===== src/rtl/i2c_rx_pkg.sv =====
package i2c_rx_pkg;
  localparam int CTL_NAK_BIT    = 7;
  localparam int CTL_CNT_MSB    = 6;
  localparam int STAT_EMPTY_BIT = 2;
  localparam int STAT_DONE_BIT  = 4;
  localparam int BYTE_W         = 8;
  localparam int ACK_SLOT       = BYTE_W;
endpackage


===== src/rtl/i2c_rx_fifo.sv =====
module i2c_rx_fifo #(
  parameter int W     = 8,
  parameter int DEPTH = 64
) (
  input  logic                         clk,
  input  logic                         rst_n,
  input  logic                         push,
  input  logic [W-1:0]                 push_data,
  input  logic                         pop,
  output logic [W-1:0]                 pop_data,
  output logic                         empty,
  output logic [$clog2(DEPTH+1)-1:0]   level
);
  localparam int AW = (DEPTH > 1) ? $clog2(DEPTH) : 1;
  localparam int LW = $clog2(DEPTH+1);

  logic [W-1:0]  mem [DEPTH];
  logic [AW-1:0] wr_q, wr_d, rd_q, rd_d;
  logic [LW-1:0] lvl_q, lvl_d;
  logic          full, do_push, do_pop;

  assign empty    = (lvl_q == '0);
  assign full     = (lvl_q == LW'(DEPTH));
  assign do_push  = push && !full;
  assign do_pop   = pop && !empty;
  assign pop_data = empty ? '0 : mem[rd_q];
  assign level    = lvl_q;

  always_comb begin
    wr_d  = wr_q;
    rd_d  = rd_q;
    lvl_d = lvl_q;
    if (do_push) wr_d = (wr_q == AW'(DEPTH-1)) ? '0 : wr_q + AW'(1);
    if (do_pop)  rd_d = (rd_q == AW'(DEPTH-1)) ? '0 : rd_q + AW'(1);
    if (do_push && !do_pop) lvl_d = lvl_q + LW'(1);
    if (do_pop && !do_push) lvl_d = lvl_q - LW'(1);
  end

  always_ff @(posedge clk or negedge rst_n) begin
    if (!rst_n) begin
      wr_q  <= '0;
      rd_q  <= '0;
      lvl_q <= '0;
    end else begin
      wr_q  <= wr_d;
      rd_q  <= rd_d;
      lvl_q <= lvl_d;
    end
  end

  always_ff @(posedge clk) begin
    if (do_push) mem[wr_q] <= push_data;
  end
endmodule


===== src/rtl/i2c_rx_bitclk.sv =====
module i2c_rx_bitclk
  import i2c_rx_pkg::*;
#(
  parameter int HALF = 125
) (
  input  logic              clk,
  input  logic              rst_n,
  input  logic              run,
  input  logic              sda_i,
  input  logic              ack_en,
  output logic              scl_o,
  output logic              sda_oe,
  output logic              byte_done,
  output logic [BYTE_W-1:0] byte_data
);
  localparam int HW = (HALF > 1) ? $clog2(HALF) : 1;

  logic [HW-1:0]     hcnt_q, hcnt_d;
  logic              scl_q, scl_d;
  logic [3:0]        bit_q, bit_d;
  logic [BYTE_W-1:0] sh_q, sh_d;
  logic              phase_end, in_ack;

  assign phase_end = run && (hcnt_q == HW'(HALF-1));
  assign in_ack    = (bit_q == 4'(ACK_SLOT));
  assign byte_done = phase_end && scl_q && in_ack;
  assign byte_data = sh_q;
  assign scl_o     = scl_q;
  assign sda_oe    = run && in_ack && ack_en;

  always_comb begin
    hcnt_d = hcnt_q;
    scl_d  = scl_q;
    bit_d  = bit_q;
    sh_d   = sh_q;
    if (!run) begin
      hcnt_d = '0;
      scl_d  = 1'b0;
      bit_d  = '0;
    end else if (phase_end) begin
      hcnt_d = '0;
      scl_d  = !scl_q;
      if (!scl_q && !in_ack) sh_d = {sh_q[BYTE_W-2:0], sda_i};
      if (scl_q) bit_d = in_ack ? 4'd0 : bit_q + 4'd1;
    end else begin
      hcnt_d = hcnt_q + HW'(1);
    end
  end

  always_ff @(posedge clk or negedge rst_n) begin
    if (!rst_n) begin
      hcnt_q <= '0;
      scl_q  <= 1'b0;
      bit_q  <= '0;
      sh_q   <= '0;
    end else begin
      hcnt_q <= hcnt_d;
      scl_q  <= scl_d;
      bit_q  <= bit_d;
      sh_q   <= sh_d;
    end
  end
endmodule


===== src/rtl/i2c_rx_burst.sv =====
module i2c_rx_burst
  import i2c_rx_pkg::*;
#(
  parameter int DEPTH = 64,  // at most 127: the count field is 7 bits
  parameter int HALF  = 125
) (
  input  logic       clk,
  input  logic       rst_n,
  input  logic       ctl_wr,
  input  logic [7:0] ctl_wdata,
  input  logic       done_clr,
  input  logic       done_ie,
  input  logic       pop,
  output logic [7:0] pop_data,
  output logic [7:0] rd_status,
  output logic       irq,
  output logic       scl_o,
  input  logic       sda_i,
  output logic       sda_oe
);
  localparam int CW = $clog2(DEPTH+1);

  logic [1:0]              rst_sync;
  logic                    rst_s_n;
  logic                    busy_q, busy_d, nak_q, nak_d, done_q, done_d;
  logic [CW-1:0]           remain_q, remain_d;
  logic [CTL_CNT_MSB:0]    fld;
  logic                    fld_ok, launch, last, ack_en;
  logic                    byte_done, fifo_empty;
  logic [BYTE_W-1:0]       byte_data;
  logic [CW-1:0]           level;

  always_ff @(posedge clk or negedge rst_n) begin
    if (!rst_n) rst_sync <= 2'b00;
    else        rst_sync <= {rst_sync[0], 1'b1};
  end
  assign rst_s_n = rst_sync[1];

  assign fld    = ctl_wdata[CTL_CNT_MSB:0];
  assign fld_ok = (fld != '0) && (fld <= 7'(DEPTH));
  assign launch = ctl_wr && !busy_q && fld_ok;
  assign last   = (remain_q == CW'(1));
  assign ack_en = !(nak_q && last);

  always_comb begin
    busy_d   = busy_q;
    nak_d    = nak_q;
    remain_d = remain_q;
    done_d   = done_q;
    if (done_clr) done_d = 1'b0;
    if (launch) begin
      busy_d   = 1'b1;
      nak_d    = ctl_wdata[CTL_NAK_BIT];
      remain_d = CW'(fld);
      done_d   = 1'b0;
    end else if (byte_done) begin
      remain_d = remain_q - CW'(1);
      if (last) begin
        busy_d = 1'b0;
        done_d = 1'b1;
      end
    end
  end

  always_ff @(posedge clk or negedge rst_s_n) begin
    if (!rst_s_n) begin
      busy_q   <= 1'b0;
      nak_q    <= 1'b0;
      remain_q <= '0;
      done_q   <= 1'b0;
    end else begin
      busy_q   <= busy_d;
      nak_q    <= nak_d;
      remain_q <= remain_d;
      done_q   <= done_d;
    end
  end

  i2c_rx_bitclk #(.HALF(HALF)) u_bits (
    .clk       (clk),
    .rst_n     (rst_s_n),
    .run       (busy_q),
    .sda_i     (sda_i),
    .ack_en    (ack_en),
    .scl_o     (scl_o),
    .sda_oe    (sda_oe),
    .byte_done (byte_done),
    .byte_data (byte_data)
  );

  i2c_rx_fifo #(.W(BYTE_W), .DEPTH(DEPTH)) u_fifo (
    .clk       (clk),
    .rst_n     (rst_s_n),
    .push      (byte_done),
    .push_data (byte_data),
    .pop       (pop),
    .pop_data  (pop_data),
    .empty     (fifo_empty),
    .level     (level)
  );

  always_comb begin
    rd_status                 = '0;
    rd_status[STAT_EMPTY_BIT] = fifo_empty;
    rd_status[STAT_DONE_BIT]  = done_q;
  end
  assign irq = done_q && done_ie;
endmodule


===== config.mk =====
export PLATFORM = sky130hd
export DESIGN_NAME = i2c_rx_burst
export DESIGN_NICKNAME = d
export VERILOG_FILES = /design/src/rtl/i2c_rx_pkg.sv /design/src/rtl/i2c_rx_fifo.sv /design/src/rtl/i2c_rx_bitclk.sv /design/src/rtl/i2c_rx_burst.sv
export SDC_FILE = /design/constraint.sdc
export NUM_CORES = 1
export LEC_CHECK = 0
export ABC_AREA = 0
export BUFFER_PORTS_ARGS = -buffer_cell sky130_fd_sc_hd__buf_2
export CAP_MARGIN = 25
export CORE_ASPECT_RATIO = 2
export CORE_UTILIZATION = 60
export CTS_BUF_LIST = sky130_fd_sc_hd__clkbuf_8 sky130_fd_sc_hd__clkbuf_16
export DETAILED_ROUTE_END_ITERATION = 16
export PLACE_DENSITY = 0.79
export SLEW_MARGIN = 25
export SYNTH_ARGS = -nofsm -noshare
export SYNTH_HDL_FRONTEND = slang
export SYNTH_HIERARCHICAL = 1
export SYNTH_SLANG_ARGS = --single-unit
export TNS_END_PERCENT = 1

===== constraint.sdc =====
create_clock -name clk -period 2.4 [get_ports clk]
set_clock_uncertainty 0.05 [all_clocks]
set_input_delay 0 -clock clk [delete_from_list [all_inputs] [get_ports clk]]
set_output_delay 0 -clock clk [all_outputs]
set_load 0.05 [all_outputs]

Word-level counts from Yosys, hierarchy flattened
Memories as Yosys holds them, arrays and structs flattened.
Index checks and enable logic that the tools add are counted.
{"block": "word_totals", "regBits": 51, "mem_bits_rw": 512, "inputBits": 15, "mem_count": 1}
{"block": "op_classes", "addsub": 7, "order_cmp": 1, "eq_ne": 8, "mux": 24, "n_reduce_logical": 31}
{"name": "u_fifo.mem", "depth": 64, "word_bits": 8, "rd": 1, "rd_ports_with_merged_regs": 0, "wr": 1, "line_no": "i2c_rx_fifo.sv:17", "rtl": "logic [W-1:0] mem [DEPTH];"}
{"op": "$mux W7", "count": 6}
{"op": "$mux W4", "count": 4}
{"op": "$logic_and A1 B1 Y1", "count": 15}
{"op": "$add A7 B1 Y7 const B", "count": 2}
{"op": "$eq A7 B7 Y1 const B", "count": 2}
{"op": "$sub A7 B1 Y7 const B", "count": 2}
{"op": "$add A6 B1 Y6 const B", "count": 2}
{"op": "$eq A6 B6 Y1 const B", "count": 2}
{"op": "$mux W6", "count": 2}
{"op": "$mux W1", "count": 11}
{"op": "$logic_not A1 Y1", "count": 8}
{"op": "$mux W8", "count": 1}
{"op": "$eq A7 B1 Y1 const B", "count": 1}
{"op": "$le A7 B7 Y1 const B", "count": 1}
{"op": "$logic_not A7 Y1", "count": 1}
{"op": "$reduce_bool A7 Y1", "count": 1}
{"op": "$reduce_bool A2 Y1", "count": 3}
{"op": "$add A4 B1 Y4 const B", "count": 1}
{"op": "$eq A4 B4 Y1 const B", "count": 1}
{"op": "$ne A2 B1 Y1 const B", "count": 2}
{"op": "$reduce_and A2 Y1", "count": 2}
{"op": "$reduce_and A3 Y1", "count": 1}

Depth between registers and ports, before layout
{"block": "logic_depth", "depth_word": 8, "ltp_mapped": 15, "ltp_nobuf": 14}

Hierarchy
The synthesis kept the hierarchy.
{"module": "i2c_rx_fifo", "n_inst": 1, "cells_each": 1056, "area_each_um2": 21226.6, "seq_area_each_um2": 15850.2}
{"module": "i2c_rx_bitclk", "n_inst": 1, "cells_each": 87, "area_each_um2": 978.4, "seq_area_each_um2": 500.5}
{"module": "i2c_rx_burst", "n_inst": 1, "cells_each": 65, "area_each_um2": 701.9, "seq_area_each_um2": 300.3}

Worst setup path before layout
No wires, ideal clock.
{"block": "synth_timing", "path_type": "flip-flop to flip-flop", "start": "register u_bits.scl_q (netlist: u_bits/scl_o)", "end": "register u_fifo.lvl_q[6] (netlist: u_fifo/level[6])", "setup_time_ns": 0.130, "t_arrival_ns": 3.724, "required_ns": 2.220, "slack_ns": -1.504, "path_stages_with_launch": 14, "path_buffers": 1, "period_less_slack_ns": 3.904, "cell_sequence": "dfrtp_1 > nand3_1 > nor4_1 > o31a_1 > inv_1 > ha_1 > clkbuf_1 > xor2_1 > ha_1 > nand3b_1 > a21bo_2 > a2111oi_0 > nor4_1 > xnor2_1"}
{"block": "synth_between", "elab_chain_cells": 6, "elab_cells_between_ends": 8}
{"element": "from (decl)", "line_no": "i2c_rx_bitclk.sv:19", "rtl": "logic scl_q, scl_d;"}
{"element": "from (signal assigned)", "line_no": "i2c_rx_bitclk.sv:58", "rtl": "scl_q <= scl_d;"}
{"element": "$logic_and A1 B1 Y1 * (2 in series)", "line_no": "i2c_rx_bitclk.sv:26", "rtl": "assign byte_done = phase_end && scl_q && in_ack;"}
{"element": "via byte_done", "line_no": "i2c_rx_burst.sv:29", "rtl": "logic byte_done, fifo_empty;"}
{"element": "$logic_and A1 B1 Y1 *", "line_no": "i2c_rx_fifo.sv:24", "rtl": "assign do_push = push && !full;"}
{"element": "$logic_not A1 Y1", "line_no": "i2c_rx_fifo.sv:36", "rtl": "if (do_pop && !do_push) lvl_d = lvl_q - LW'(1);"}
{"element": "$logic_and A1 B1 Y1", "line_no": "i2c_rx_fifo.sv:36"}
{"element": "$mux W7 / $reduce_bool A2 Y1 (equally long branches)"}
{"element": "to (signal assigned)", "line_no": "i2c_rx_fifo.sv:47", "rtl": "lvl_q <= lvl_d;"}
{"element": "to (decl)", "line_no": "i2c_rx_fifo.sv:19", "rtl": "logic [LW-1:0] lvl_q, lvl_d;"}
The timed path passes the listed nets; every way through them passes the cells marked *.
A chain may end at the register's enable or synchronous reset.

Worst setup path after layout
{"block": "layout_timing", "start": "register u_fifo.rd_q[0]", "end": "output port pop_data[5]"}
{"block": "layout_between", "elab_chain_cells": 2}
{"element": "from (decl)", "line_no": "i2c_rx_fifo.sv:18", "rtl": "logic [AW-1:0] wr_q, wr_d, rd_q, rd_d;"}
{"element": "from (signal assigned)", "line_no": "i2c_rx_fifo.sv:46", "rtl": "rd_q <= rd_d;"}
{"element": "$mem_v2 Z64 W8"}
{"element": "$mux W8", "line_no": "i2c_rx_fifo.sv:26", "rtl": "assign pop_data = empty ? '0 : mem[rd_q];"}
{"element": "to (decl)", "line_no": "i2c_rx_burst.sv:14", "rtl": "output logic [7:0] pop_data,"}
No other way between the ends.

==> summary.txt <==
Cells and area
  • Post-Layout Cell Count: 1966
  • Fillers: 2018
  • Ant diodes: 0
  • Non-Filler Cell Area, Final: 27690 um^2
  • Area Growth Syn to Fin: 20.89%
  • Register area: 16670 um^2
  • Share of layout cells above drive strength 1: 0.3822
  • Multi-input logic area: 6255 um^2
  • Most frequent cells in the layout: edfxtp_1 (512), buf_4 (167), mux4_2 (109), nor2_1 (69), clkbuf_16 (48)
  • Net count, final: 1497
  • Leading cell type in the layout, fill and taps excluded: edfxtp_1

Yosys
  • Yosys cell types: 84
  • Main synth FF type: edfxtp_1
  • Area leader, netlist: edfxtp_1
  • Register area share after synthesis: 0.7269
  • Asr flop ratio synth: 0.09059
  • Synth area leaders: edfxtp_1 (67%), mux4_2 (11%), dfrtp_1 (5.6%)
  • Post-synth EDFFs: 512
  • Register bit total from synthesis: 563
  • Syn. warnings: 6
  • Synth top area share: 0.6712
  • Syn Inst Count: 1208
  • Post-Syn Area per Cell: 18.96 um^2
  • Mapped cell area: 22910 um^2

Place
  • RePlAce Congestion: 0.9393
  • DP Area: 25040 um^2
  • Port buffer count: 27
  • Post-DP HPWL: 37230 um
  • Placed Cells: 1848

Clock network
  • H-tree levels: 2
  • Clk Latency, worst-skew pair: 560 ps
  • CTS Buf Count: 46
  • Clock Path Buffers: 3
  • Clk pin slew, worst setup/hold paths: 70 ps
  • Clock Sink Count: 563
  • Clk Tree Root Cell: clkbuf_16
  • TritonCTS clock tree: yes

Worst setup path
  • R2R Path End: u_fifo/level[6]
  • Cells along the critical path: buf_16, buf_12, mux2i_1, o22ai_1, a211oi_1, o21ai_0, a31o_2, buf_6
  • Slowest cell on the critical path: dfrtp_4
  • Crit start category: flip-flop
  • Crit path max-delay family: compound AO/OA/AOI/OAI gates
  • Worst EP arrival: 3000 ps
  • R2r startpoint: u_bits/bit_q[1]
  • Critical Path Max Stage Delay: 560 ps
  • Critical Path RT: 2350 ps
  • Critical path type: reg2out
  • Worst-path fanout max: 15
  • R2r setup slk: -600 ps
  • R2R depth: 14
  • CP endpoint kind: output pin
  • Worst path bufs/invs: 3

Outcome
  • Status: complete, but fails checks
  • Failing checks: negative setup slack

Pwr
  • Peak VDD IR: 0.7236 mV
  • Lkg Pwr: 10.82 nW
  • Power density cells: 914.2 nW/um^2

STA
  • Final setup viols: 527
  • Max-slew violation count: 0
  • Slew margin rel.: 0.3412
  • Least-Margin Pin Slew: 988.1 ps
  • Final Hold Viols: 0
  • FMAX: 0.3274 GHz
  • Final Cycle Share: 1.273
  • Post-layout minimum cycle time: 3054 ps
  • Final setup margin: -654.4 ps
  • RSZ-0062 raised after global routing: true

Run
  • Maxcap violations: 0

Global routing
  • Initial antenna violation count: 1
  • First-pass GRT wire length: 84700 um
  • Vias in the first global route: 13588
  • GRT overflow: 0
  • Met1 Usage GRT: 0.3291
  • Grt peak-use layer: met2
  • Total Routing Usage GR: 0.3064
  • Met3 Use GR: 0.03441
  • GRT met2 Usage: 0.5533
  • Largest net degree at the start of global routing: 67

Hold path
  • Hold worst-path end: remain_q[3]
  • Min-Delay Path Depth: 3
  • Origin of the worst min-delay path: ctl_wdata[3]
  • HP Class: in2reg

Routing
  • # DRC: 0
  • DR iter-0 viols: 1127
  • Via density: 6.539
  • Routed len/inst: 29.49 um
  • DR pass1 iterations: 5
  • Vias: 12855
  • Total Wirelength: 57990 um
  • Routed Antenna Nets: 0

Floorplanning
  • Core area: 37410 um^2
  • Initial Utilization: 0.6123
  • Io pins: 34
  • Die ar.: 39010 um^2
  • Vert. Die Dim: 278.3 um
  • Std cell rows: 100
  • Die X: 140.2 um
[worst max path at each step]
stage	slack, ps	startpoint	cells past startpoint	to
2_1_floorplan	-690	u_fifo/rd_q[1]	7	pop_data[0]
3_3_place_gp	-440	u_fifo/level[2]	11	u_fifo/level[6]
3_5_place_dp	-510	u_bits/bit_q[1]	14	u_fifo/level[6]
4_1_cts	-630	u_fifo/rd_q[0]	8	pop_data[1]
5_1_grt	-830	u_bits/bit_q[0]	14	u_fifo/level[6]
6_report	-650	u_fifo/rd_q[0]	8	pop_data[5]
[Yosys cell counts (10+ instances only)]
| library cell | instances |
|---|---|
| a21oi_1 | 18 |
| buf_6 | 10 |
| inv_1 | 18 |
| mux2_2 | 12 |
| o22ai_1 | 10 |
| clkbuf_1 | 12 |
| a211oi_1 | 12 |
| dfrtp_1 | 51 |
| nand3_1 | 19 |
| nand2_1 | 37 |
| o21ai_0 | 15 |
| edfxtp_1 | 512 |
| mux2i_1 | 42 |
| ha_1 | 11 |
| mux4_1 | 12 |
| nor2_1 | 104 |
| buf_2 | 12 |
| mux4_2 | 107 |
| buf_4 | 17 |
| xnor2_1 | 11 |
[registers in the layout (all words and copies together) (netlist names)]
signal            count
u_fifo/mem          512
busy_q                1
u_bits/byte_data      8
rst_sync              2
u_fifo/wr_q           6
u_bits/bit_q          4
u_fifo/level          7
done_q                1
nak_q                 1
u_bits/hcnt_q         7
u_bits/scl_o          1
remain_q              7
u_fifo/rd_q           6
[worst reg2reg max path, stage by stage (launching register included)]
cell and delay (ps):
dfrtp_1 380, inv_1 70, ha_2 190, nand3b_1 150, nor4_4 310, o31a_1 230
inv_2 60, ha_4 160, xor2_1 160, ha_2 210, nor3b_2 150, nor2_1 80
o2111a_1 240, nor4_2 290, xnor2_1 120
[where the power goes]
part	internal [mW]	switching, mW	total (mW)
logic	2.89	3.55	6.44
clock network	4.36	3.42	7.78
registers	10.8	0.320	11.1
total	18.0	7.29	25.3
[metrics by stage]
step	setup WS [ps]	utilization	TNS [ps]	hold WS, ps	power, mW
after floorplan	-692.9	-	-97370	-345.6	14.69
after global placement	-443.2	0.6692	-76690	-262.2	16.71
after detailed placement	-514.6	0.6693	-115950	-262.3	16.81
after CTS	-631.3	0.7322	-45570	135.5	25.12
after global routing	-826.9	0.7402	-163850	173.7	26.01
final	-654.4	0.7402	-90070	165.2	25.31
[what timing repair did]
action,4_1_cts,5_1_grt
endpoints found under the hold margin,19,0
pin swaps,13,24
setup endpoints to repair,528,530
setup buffers,10,9
cloned,2,1
hold buffers,14,0
gates resized for setup,132,58
[metal layers]
metal  wire, um  part of all wire
met1      18200              0.31
met2      31520              0.54
met3       3700             0.064
met4       4552             0.079
met5         13           0.00022
[cell type report]
| cell class | instances | area share |
|---|---|---|
| flip-flops and latches | 563 | 0.6021 |
| well taps | 459 | 0.02074 |
| clock buffers | 51 | 0.04446 |
| multi-input cells | 567 | 0.2259 |
| repair buffers | 274 | 0.09249 |
| inverters | 19 | 0.002575 |
| clock inverters | 33 | 0.01175 |
[cells by family (layout without fill, tap and decap cells)]
group | count (synthesis) | count (layout) | synth area share
AO/OA/AOI/OAI | 118 | 118 | 0.03703
XOR/XNOR | 20 | 20 | 0.007647
adder cells (fa/ha/maj) | 11 | 11 | 0.006008
buffers and inverters | 83 | 377 | 0.02409
flip-flops | 563 | 563 | 0.7269
multiplexers | 180 | 180 | 0.1467
other | 2 | 7 | 0.0003278
AND/OR/NAND/NOR | 231 | 231 | 0.05134
(Power assumes the default switching activity.)
